===== config.mk =====
export PLATFORM = sky130hd
export DESIGN_NAME = via_irq_ctrl
export DESIGN_NICKNAME = d
export VERILOG_FILES = /design/src/rtl/via_irq_pkg.sv /design/src/rtl/via_sync_edge.sv /design/src/rtl/via_port_reg.sv /design/src/rtl/via_flag_regs.sv /design/src/rtl/via_irq_ctrl.sv
export SDC_FILE = /design/constraint.sdc
export NUM_CORES = 1
export LEC_CHECK = 0
export BUFFER_PORTS_ARGS = -buffer_cell sky130_fd_sc_hd__buf_2
export CAP_MARGIN = 15
export CORE_ASPECT_RATIO = 1.75
export CORE_MARGIN = 2
export CORE_UTILIZATION = 53
export DETAILED_ROUTE_END_ITERATION = 16
export PLACE_DENSITY = 0.79
export SETUP_SLACK_MARGIN = 0.1
export SLEW_MARGIN = 20
export SYNTH_ARGS = -nofsm -noshare
export SYNTH_HDL_FRONTEND = slang
export SYNTH_SLANG_ARGS = --single-unit
export TNS_END_PERCENT = 100

===== constraint.sdc =====
create_clock -name clk -period 3.1 [get_ports clk]
set_clock_uncertainty 0.15 [all_clocks]
set_input_delay 0.62 -clock clk [delete_from_list [all_inputs] [get_ports clk]]
set_output_delay 0.62 -clock clk [all_outputs]
set_load 0.005 [all_outputs]

===== src/rtl/via_irq_pkg.sv =====
package via_irq_pkg;

  localparam int unsigned DW      = 8;
  localparam int unsigned AW      = 4;
  localparam int unsigned NFLAG   = 7;
  localparam int unsigned NLINE   = 4;
  localparam int unsigned SYNC_ST = 2;

  // flag bit positions
  localparam int unsigned FL_A2 = 0;
  localparam int unsigned FL_A1 = 1;
  localparam int unsigned FL_SR = 2;
  localparam int unsigned FL_B2 = 3;
  localparam int unsigned FL_B1 = 4;
  localparam int unsigned FL_T2 = 5;
  localparam int unsigned FL_T1 = 6;

  // line index inside the edge detector
  localparam int unsigned LN_A2 = 0;
  localparam int unsigned LN_A1 = 1;
  localparam int unsigned LN_B2 = 2;
  localparam int unsigned LN_B1 = 3;

  // register offsets
  localparam logic [AW-1:0] OFS_PB   = 4'h0;
  localparam logic [AW-1:0] OFS_PA   = 4'h1;
  localparam logic [AW-1:0] OFS_DIRB = 4'h2;
  localparam logic [AW-1:0] OFS_DIRA = 4'h3;
  localparam logic [AW-1:0] OFS_ECR  = 4'hC;
  localparam logic [AW-1:0] OFS_IFR  = 4'hD;
  localparam logic [AW-1:0] OFS_IER  = 4'hE;
  localparam logic [AW-1:0] OFS_PANH = 4'hF;

  // event when level changed and the new level is the chosen one
  function automatic logic edge_hit(logic prev, logic cur, logic rise_sel);
    return (prev != cur) && (cur == rise_sel);
  endfunction

  // chosen polarity per line, in line index order
  function automatic logic [NLINE-1:0] ecr_rise(logic [DW-1:0] ecr);
    logic [NLINE-1:0] r;
    r[LN_A2] = ecr[2];
    r[LN_A1] = ecr[0];
    r[LN_B2] = ecr[6];
    r[LN_B1] = ecr[4];
    return r;
  endfunction

  function automatic logic keep_a2(logic [DW-1:0] ecr);
    return ecr[1];
  endfunction

  function automatic logic keep_b2(logic [DW-1:0] ecr);
    return ecr[5];
  endfunction

  // only direction-1 bits take new data
  function automatic logic [DW-1:0] merge_out(logic [DW-1:0] old,
                                              logic [DW-1:0] wd,
                                              logic [DW-1:0] dir);
    return (old & ~dir) | (wd & dir);
  endfunction

  function automatic logic [DW-1:0] port_view(logic [DW-1:0] outr,
                                              logic [DW-1:0] pins,
                                              logic [DW-1:0] dir);
    return (outr & dir) | (pins & ~dir);
  endfunction

  // bit 7 picks set or clear of the selected enables
  function automatic logic [NFLAG-1:0] ier_next(logic [NFLAG-1:0] cur,
                                                logic [DW-1:0] wd);
    return wd[DW-1] ? (cur | wd[NFLAG-1:0]) : (cur & ~wd[NFLAG-1:0]);
  endfunction

endpackage


===== src/rtl/via_sync_edge.sv =====
module via_sync_edge #(
  parameter int unsigned N      = 4,
  parameter int unsigned STAGES = 2
) (
  input  logic         clk,
  input  logic         rst_n,
  input  logic [N-1:0] lines_i,
  input  logic [N-1:0] rise_i,
  output logic [N-1:0] level_o,
  output logic [N-1:0] fire_o
);
  import via_irq_pkg::*;

  for (genvar g = 0; g < N; g++) begin : g_line
    logic [STAGES-1:0] sh;
    logic              prev;

    always_ff @(posedge clk or negedge rst_n) begin
      if (!rst_n) begin
        sh   <= '1;
        prev <= 1'b1;
      end else begin
        sh   <= {sh[STAGES-2:0], lines_i[g]};
        prev <= sh[STAGES-1];
      end
    end

    assign level_o[g] = sh[STAGES-1];
    assign fire_o[g]  = edge_hit(prev, sh[STAGES-1], rise_i[g]);
  end

endmodule


===== src/rtl/via_port_reg.sv =====
module via_port_reg #(
  parameter int unsigned W = 8
) (
  input  logic         clk,
  input  logic         rst_n,
  input  logic         dir_we,
  input  logic         out_we,
  input  logic [W-1:0] wdata,
  input  logic [W-1:0] pins_i,
  output logic [W-1:0] dir_o,
  output logic [W-1:0] out_o,
  output logic [W-1:0] view_o
);
  import via_irq_pkg::*;

  always_ff @(posedge clk or negedge rst_n) begin
    if (!rst_n) begin
      dir_o <= '0;
      out_o <= '0;
    end else begin
      if (dir_we) dir_o <= wdata;
      if (out_we) out_o <= merge_out(out_o, wdata, dir_o);
    end
  end

  assign view_o = port_view(out_o, pins_i, dir_o);

endmodule


===== src/rtl/via_flag_regs.sv =====
module via_flag_regs #(
  parameter int unsigned NF = 7
) (
  input  logic          clk,
  input  logic          rst_n,
  input  logic [NF-1:0] set_i,
  input  logic [NF-1:0] clr_i,
  input  logic          ier_we,
  input  logic [7:0]    ier_wd,
  output logic [NF-1:0] ifr_o,
  output logic [NF-1:0] ier_o,
  output logic          pend_o
);
  import via_irq_pkg::*;

  always_ff @(posedge clk or negedge rst_n) begin
    if (!rst_n) begin
      ifr_o <= '0;
      ier_o <= '0;
    end else begin
      // a new event wins over a clear in the same cycle
      ifr_o <= (ifr_o & ~clr_i) | set_i;
      if (ier_we) ier_o <= ier_next(ier_o, ier_wd);
    end
  end

  assign pend_o = |(ifr_o & ier_o);

endmodule


===== src/rtl/via_irq_ctrl.sv =====
module via_irq_ctrl
  import via_irq_pkg::*;
(
  input  logic          clk,
  input  logic          rst_n,
  input  logic          bus_sel,
  input  logic          bus_wr,
  input  logic [AW-1:0] bus_addr,
  input  logic [DW-1:0] bus_wdata,
  output logic [DW-1:0] bus_rdata,
  input  logic          ln_a1,
  input  logic          ln_a2,
  input  logic          ln_b1,
  input  logic          ln_b2,
  input  logic          sr_evt,
  input  logic          t1_evt,
  input  logic          t2_evt,
  input  logic [DW-1:0] pa_pins,
  input  logic [DW-1:0] pb_pins,
  output logic [DW-1:0] pa_out,
  output logic [DW-1:0] pb_out,
  output logic [DW-1:0] pa_dir,
  output logic [DW-1:0] pb_dir,
  output logic          irq_n
);

  logic [DW-1:0]    ecr_q;
  logic [NLINE-1:0] lines, rise, level, fire;
  logic [NFLAG-1:0] set_vec, clr_vec, ifr_wclr, ifr, ier;
  logic [DW-1:0]    pa_view, pb_view;
  logic             wr_en, acc_a, acc_b, pend;

  assign wr_en = bus_sel && bus_wr;
  assign acc_a = bus_sel && ((bus_addr == OFS_PA) || (bus_addr == OFS_PANH));
  assign acc_b = bus_sel && (bus_addr == OFS_PB);

  always_ff @(posedge clk or negedge rst_n) begin
    if (!rst_n)                               ecr_q <= '0;
    else if (wr_en && bus_addr == OFS_ECR)    ecr_q <= bus_wdata;
  end

  assign lines[LN_A2] = ln_a2;
  assign lines[LN_A1] = ln_a1;
  assign lines[LN_B2] = ln_b2;
  assign lines[LN_B1] = ln_b1;
  assign rise         = ecr_rise(ecr_q);

  via_sync_edge #(.N(NLINE), .STAGES(SYNC_ST)) u_edge (
    .clk     (clk),
    .rst_n   (rst_n),
    .lines_i (lines),
    .rise_i  (rise),
    .level_o (level),
    .fire_o  (fire)
  );

  always_comb begin
    set_vec        = '0;
    set_vec[FL_A2] = fire[LN_A2];
    set_vec[FL_A1] = fire[LN_A1];
    set_vec[FL_B2] = fire[LN_B2];
    set_vec[FL_B1] = fire[LN_B1];
    set_vec[FL_SR] = sr_evt;
    set_vec[FL_T2] = t2_evt;
    set_vec[FL_T1] = t1_evt;
  end

  assign ifr_wclr = (wr_en && bus_addr == OFS_IFR) ? bus_wdata[NFLAG-1:0] : '0;

  always_comb begin
    clr_vec = ifr_wclr;
    if (acc_a) begin
      clr_vec[FL_A1] = 1'b1;
      if (!keep_a2(ecr_q)) clr_vec[FL_A2] = 1'b1;
    end
    if (acc_b) begin
      clr_vec[FL_B1] = 1'b1;
      if (!keep_b2(ecr_q)) clr_vec[FL_B2] = 1'b1;
    end
  end

  via_flag_regs #(.NF(NFLAG)) u_flags (
    .clk    (clk),
    .rst_n  (rst_n),
    .set_i  (set_vec),
    .clr_i  (clr_vec),
    .ier_we (wr_en && bus_addr == OFS_IER),
    .ier_wd (bus_wdata),
    .ifr_o  (ifr),
    .ier_o  (ier),
    .pend_o (pend)
  );

  assign irq_n = ~pend;

  via_port_reg #(.W(DW)) u_pa (
    .clk    (clk),
    .rst_n  (rst_n),
    .dir_we (wr_en && bus_addr == OFS_DIRA),
    .out_we (wr_en && acc_a),
    .wdata  (bus_wdata),
    .pins_i (pa_pins),
    .dir_o  (pa_dir),
    .out_o  (pa_out),
    .view_o (pa_view)
  );

  via_port_reg #(.W(DW)) u_pb (
    .clk    (clk),
    .rst_n  (rst_n),
    .dir_we (wr_en && bus_addr == OFS_DIRB),
    .out_we (wr_en && acc_b),
    .wdata  (bus_wdata),
    .pins_i (pb_pins),
    .dir_o  (pb_dir),
    .out_o  (pb_out),
    .view_o (pb_view)
  );

  always_comb begin
    unique case (bus_addr)
      OFS_PB:            bus_rdata = pb_view;
      OFS_PA, OFS_PANH:  bus_rdata = pa_view;
      OFS_DIRB:          bus_rdata = pb_dir;
      OFS_DIRA:          bus_rdata = pa_dir;
      OFS_ECR:           bus_rdata = ecr_q;
      OFS_IFR:           bus_rdata = {pend, ifr};
      OFS_IER:           bus_rdata = {1'b1, ier};
      default:           bus_rdata = '0;
    endcase
  end

endmodule


Yosys cells after proc, flatten, opt, wreduce, memory -nomap -nowiden. Index checks and enable logic that the tools add are counted.

Flip-flop bits (word level): 66. Bits of input ports: 39. Output and inout port bits: 41.

Eq/ne operators: 15. Multiplexer cells: 7. Bitwise gates (word level): 22. Reductions and logical operators: 18.

Operators by type and width (count): $and A8 B8 Y8 (8); $pmux W8 S7 (1); $or A8 B8 Y8 (4); $and A7 B7 Y7 (3); $eq A4 B4 Y1 const B (4); $not A8 Y8 (2); $logic_and A1 B1 Y1 (14); $mux W7 (2); $not A7 Y7 (2); $or A7 B7 Y7 (2); $eq A4 B2 Y1 const B (2); $reduce_or A7 Y1 (1); $eq A1 B1 Y1 (4); $eq A4 B1 Y1 const B (1); $logic_not A4 Y1 (1); $mux W2 (2); $ne A1 B1 Y1 (4); $mux W1 (2); $reduce_or A2 Y1 (1); $logic_or A1 B1 Y1 (1); $not A1 Y1 (1).

Logic depth before layout (Yosys ltp).
Word-level depth: 8. Mapped depth: 7. Gate-level depth less buffers: 6.

By module. From an unflattened synthesis, not the netlist that was laid out.

Cell total of the unflattened synthesis: 297. Area, all modules: 3477.1 µm².

Modules (own cells, without submodules): via_port_reg (instances 2, cells an instance 50, area an instance 747.0 µm², sequential area each 400.4 µm²); via_irq_ctrl (instances 1, cells an instance 123, area an instance 983.4 µm², sequential area each 200.2 µm²); via_flag_regs (instances 1, cells an instance 46, area an instance 564.3 µm², sequential area each 350.3 µm²); via_sync_edge (instances 1, cells an instance 28, area an instance 435.4 µm², sequential area each 315.3 µm²).

Worst setup path before layout. No wires, ideal clock.

Kind: in2out. Start: in bus_addr[2]. End: out bus_rdata[1]. Arrival time: 1.887 ns. Path slack: 0.443 ns. Stages: 7. Buffers on the path: 2. Cells stage by stage: ha_1 buf_2 mux2_2 and2_1 clkbuf_1 a222oi_1 nor2_1.

Longest elaborated chain between the ends: 3. Elaborated cells between the ends (all ways): 10.

Ends and longest elaborated chain: start: declaration (line via_irq_ctrl.sv:8) `input logic [AW-1:0] bus_addr,`; $eq A4 B1 Y1 or $eq A4 B4 Y1 (tied branches) (line via_irq_ctrl.sv:121) `unique case (bus_addr)`; $reduce_or A2 Y1 (line via_irq_ctrl.sv:121); $pmux W8 S7 * (line via_irq_ctrl.sv:121); end: declaration (line via_irq_ctrl.sv:10) `output logic [DW-1:0] bus_rdata,`.

Every way passes the cells marked *; elsewhere a longest branch is shown, timed or not.

Worst setup path in the final report.
Start: in bus_addr[2]. End: out bus_rdata[4].

The elaborated chain is that of the path after synthesis.

==> summary.md <==
| Metric | Value |
|---|---|
| Ys async rst share | `100%` |
| Initial antenna violation count | `0` |
| Sequential fraction of the synthesis area | `50.3%` |
| Num rows | `38` |
| Min Tclk post-route | `2890 ps` |
| Initial Util | `54.1%` |
| Crit. End Element | `output port` |
| Post-CTS Repair Setup Buffers | `0` |
| Top_reg_cell synth | `dfrtp_1` |
| Met3 WL | `358 microns` |
| Hold Path Sink | `u_edge.g_line[3].sh[1]` |
| Hpwl dp | `5.83 mm` |
| Leakage power | `1.87 nW` |
| Post-CTS resize count | `0` |
| IO Port Bufs | `79` |
| Largest net degree at the start of global routing | `67` |
| Clock Sinks | `66` |
| Fin nets | `401` |
| Reg2reg path depth | `2` |
| 1st-pass router iterations | `4` |
| Core area | `6130 sq um` |
| GRT Util Overall | `25.3%` |
| Wire length on met1 | `3.05 mm` |
| Synth top area share | `40.8%` |
| Met2 wire len | `4.33 mm` |
| Root Buffer | `clkbuf_8` |
| Clk buf depth | `2` |
| Cell Pwr Density | `535 nW/um^2` |
| Hold Path Cell Cnt | `0` |
| Final Core Density | `64.1%` |
| Slew Viols, Final | `0` |
| Final wirelength | `8.12 mm` |
| First-pass GRT wire length | `12.9 mm` |
| Clk_lat worst skew | `340 ps` |
| Mapped Area | `3320 sq um` |
| Final Hold Fails | `0` |
| Req. time, crit path | `2330 ps` |
| MaxCap Viol Count | `0` |
| Hold crit path type | `register to register` |
| DR top layer | `met4` |
| CTS Hold Bufs | `0` |
| Hold Crit Start | `u_edge.g_line[3].sh[0]` |
| Area delta synth->final | `18.6%` |
| Status | `completed` |
| CP arrival | `2120 ps` |
| Hold_ws | `206 ps` |
| Synth cell count leaders | `54 x dfrtp_1, 46 x mux2_2, 42 x nand2_1, 16 x mux2_1, 12 x dfstp_2` |
| Die width | `63.8 microns` |
| Ranking of synthesized cells by area | `dfrtp_1 41%, mux2_2 16%, dfstp_2 9.5%` |
| Top-count cell post-synth | `dfrtp_1` |
| TritonCTS buffer count | `9` |
| Initial DRC Count | `167` |
| Peak Freq | `346 MHz` |
| Share of cells above drive strength 1 | `45.2%` |
| Synth Register Bits | `66` |
| Via/cell ratio | `5.84` |
| Clock-pin slew on the worst setup and hold paths | `60 ps` |
| Final setup violation count | `0` |
| Wire length per cell | `18.2 microns` |
| Post-route DRC | `0` |
| CTS tree | `yes` |
| R2r setup slk | `1900 ps` |
| Unrepaired setup endpoints after global routing | `false` |
| Netlist cell types | `41` |
| Number of synthesized flops with an enable pin | `0` |
| Setup TNS | `0 ps` |
| Die Area | `6930 sq um` |
| Ys Warns | `0` |
| H-tree lvl count | `3` |
| GRT overflow | `0` |
| Startpoint Class | `input pin` |
| Worst-path fanout max | `8` |
| Avg Cell Area, Syn | `11.8 sq um` |
| IO Count | `80` |
| Worst-Margin Slew | `837 ps` |
| Max transition margin | `44.2%` |
| Routability cong. | `0.824` |
| Via count | `2601` |
| Period utilization | `93.3%` |
| Die Y-Extent | `109 microns` |
| CP Class | `input pin to output port` |
| Worst VDD drop | `0.360 mV` |
| Antenna cells | `0` |
| Post-Syn Nets | `322` |
| Vias in the first global route | `2585` |
| Antenna Violating Nets Remaining | `0` |
| FF-to-FF Start | `ecr_q[5]` |
| Worst r2r dst | `u_flags.ifr_o[3]` |
| Synth area leader | `dfrtp_1` |
| Mapped Cells | `281` |
==> worst max path at each step <==
stage / startpoint / end / slack [ps] / cells after the start
6_report: bus_addr[2] / bus_rdata[4] / 210 / 8
5_1_grt: bus_addr[2] / bus_rdata[4] / 120 / 8
4_1_cts: bus_addr[2] / bus_rdata[4] / 200 / 8
3_5_place_dp: bus_addr[2] / bus_rdata[4] / 210 / 8
3_3_place_gp: bus_addr[2] / bus_rdata[4] / 280 / 8
2_1_floorplan: bus_addr[2] / bus_rdata[1] / 440 / 7
==> area by class of cell <==
class                           count  area [sq um]
Clock inverter                      4          20.0
Timing Repair Buffer               86           448
Inverter                            2          7.51
Clock buffer                       12           135
Fill cell                         503          2200
Tap cell                           80           100
Multi-Input combinational cell    195          1560
Sequential cell                    66          1670
==> power by group <==
part	switching, mW	internal [mW]
combinational	0.176	0.241
clock	0.313	0.285
sequential	0.110	0.980
total	0.599	1.51
==> metal layers <==
metal	vias to the layer above	global-route usage (%)
met1	1292	28.4
met3	28	4.33
li1	1186	-
met5	-	0
met4	0	17.4
met2	95	43.3
==> placed cells by master (no fill, tap or decap), types with 4 or more instances in the layout <==
cell type,instances
dfstp_2,12
nor2_1,9
buf_4,7
buf_2,79
nand3b_1,4
nor2b_1,5
a221o_1,4
a31oi_1,4
dfrtp_1,54
nand2_1,42
o21ai_0,8
a222oi_1,4
a32o_1,4
clkinv_2,4
and3_1,5
mux2_1,16
clkbuf_8,9
a22oi_1,8
mux2_2,46
==> per-stage QoR <==
step                instances  worst slack, ps  cell area, sq um  power (mW)
floorplan                 281              443              3320        1.32
global placement          429              276              3780        1.51
detailed placement        429              211              3780        1.52
CTS                       445              203              3930        2.13
global route              445              121              3930        2.22
finish                    445              207              3930        2.10
==> worst max-delay path, cell delays in order <==
cell and delay (ps):
buf_2 90, inv_1 40, ha_1 200, mux2_2 290
and2_1 290, a222oi_1 340, nor2_1 90, buf_2 140
==> cell families (layout without fill, tap and decap cells) <==
logic type | after synthesis | in the layout | share of synthesized area, %
AND/OR/NAND/NOR | 79 | 79 | 11.9
buffers and inverters | 20 | 104 | 2.83
AO/OA/AOI/OAI | 46 | 46 | 10.9
multiplexers | 68 | 68 | 23.3
adder cells (fa/ha/maj) | 2 | 2 | 0.755
flip-flops | 66 | 66 | 50.3
Note: power is estimated with default switching activity, not from simulation.
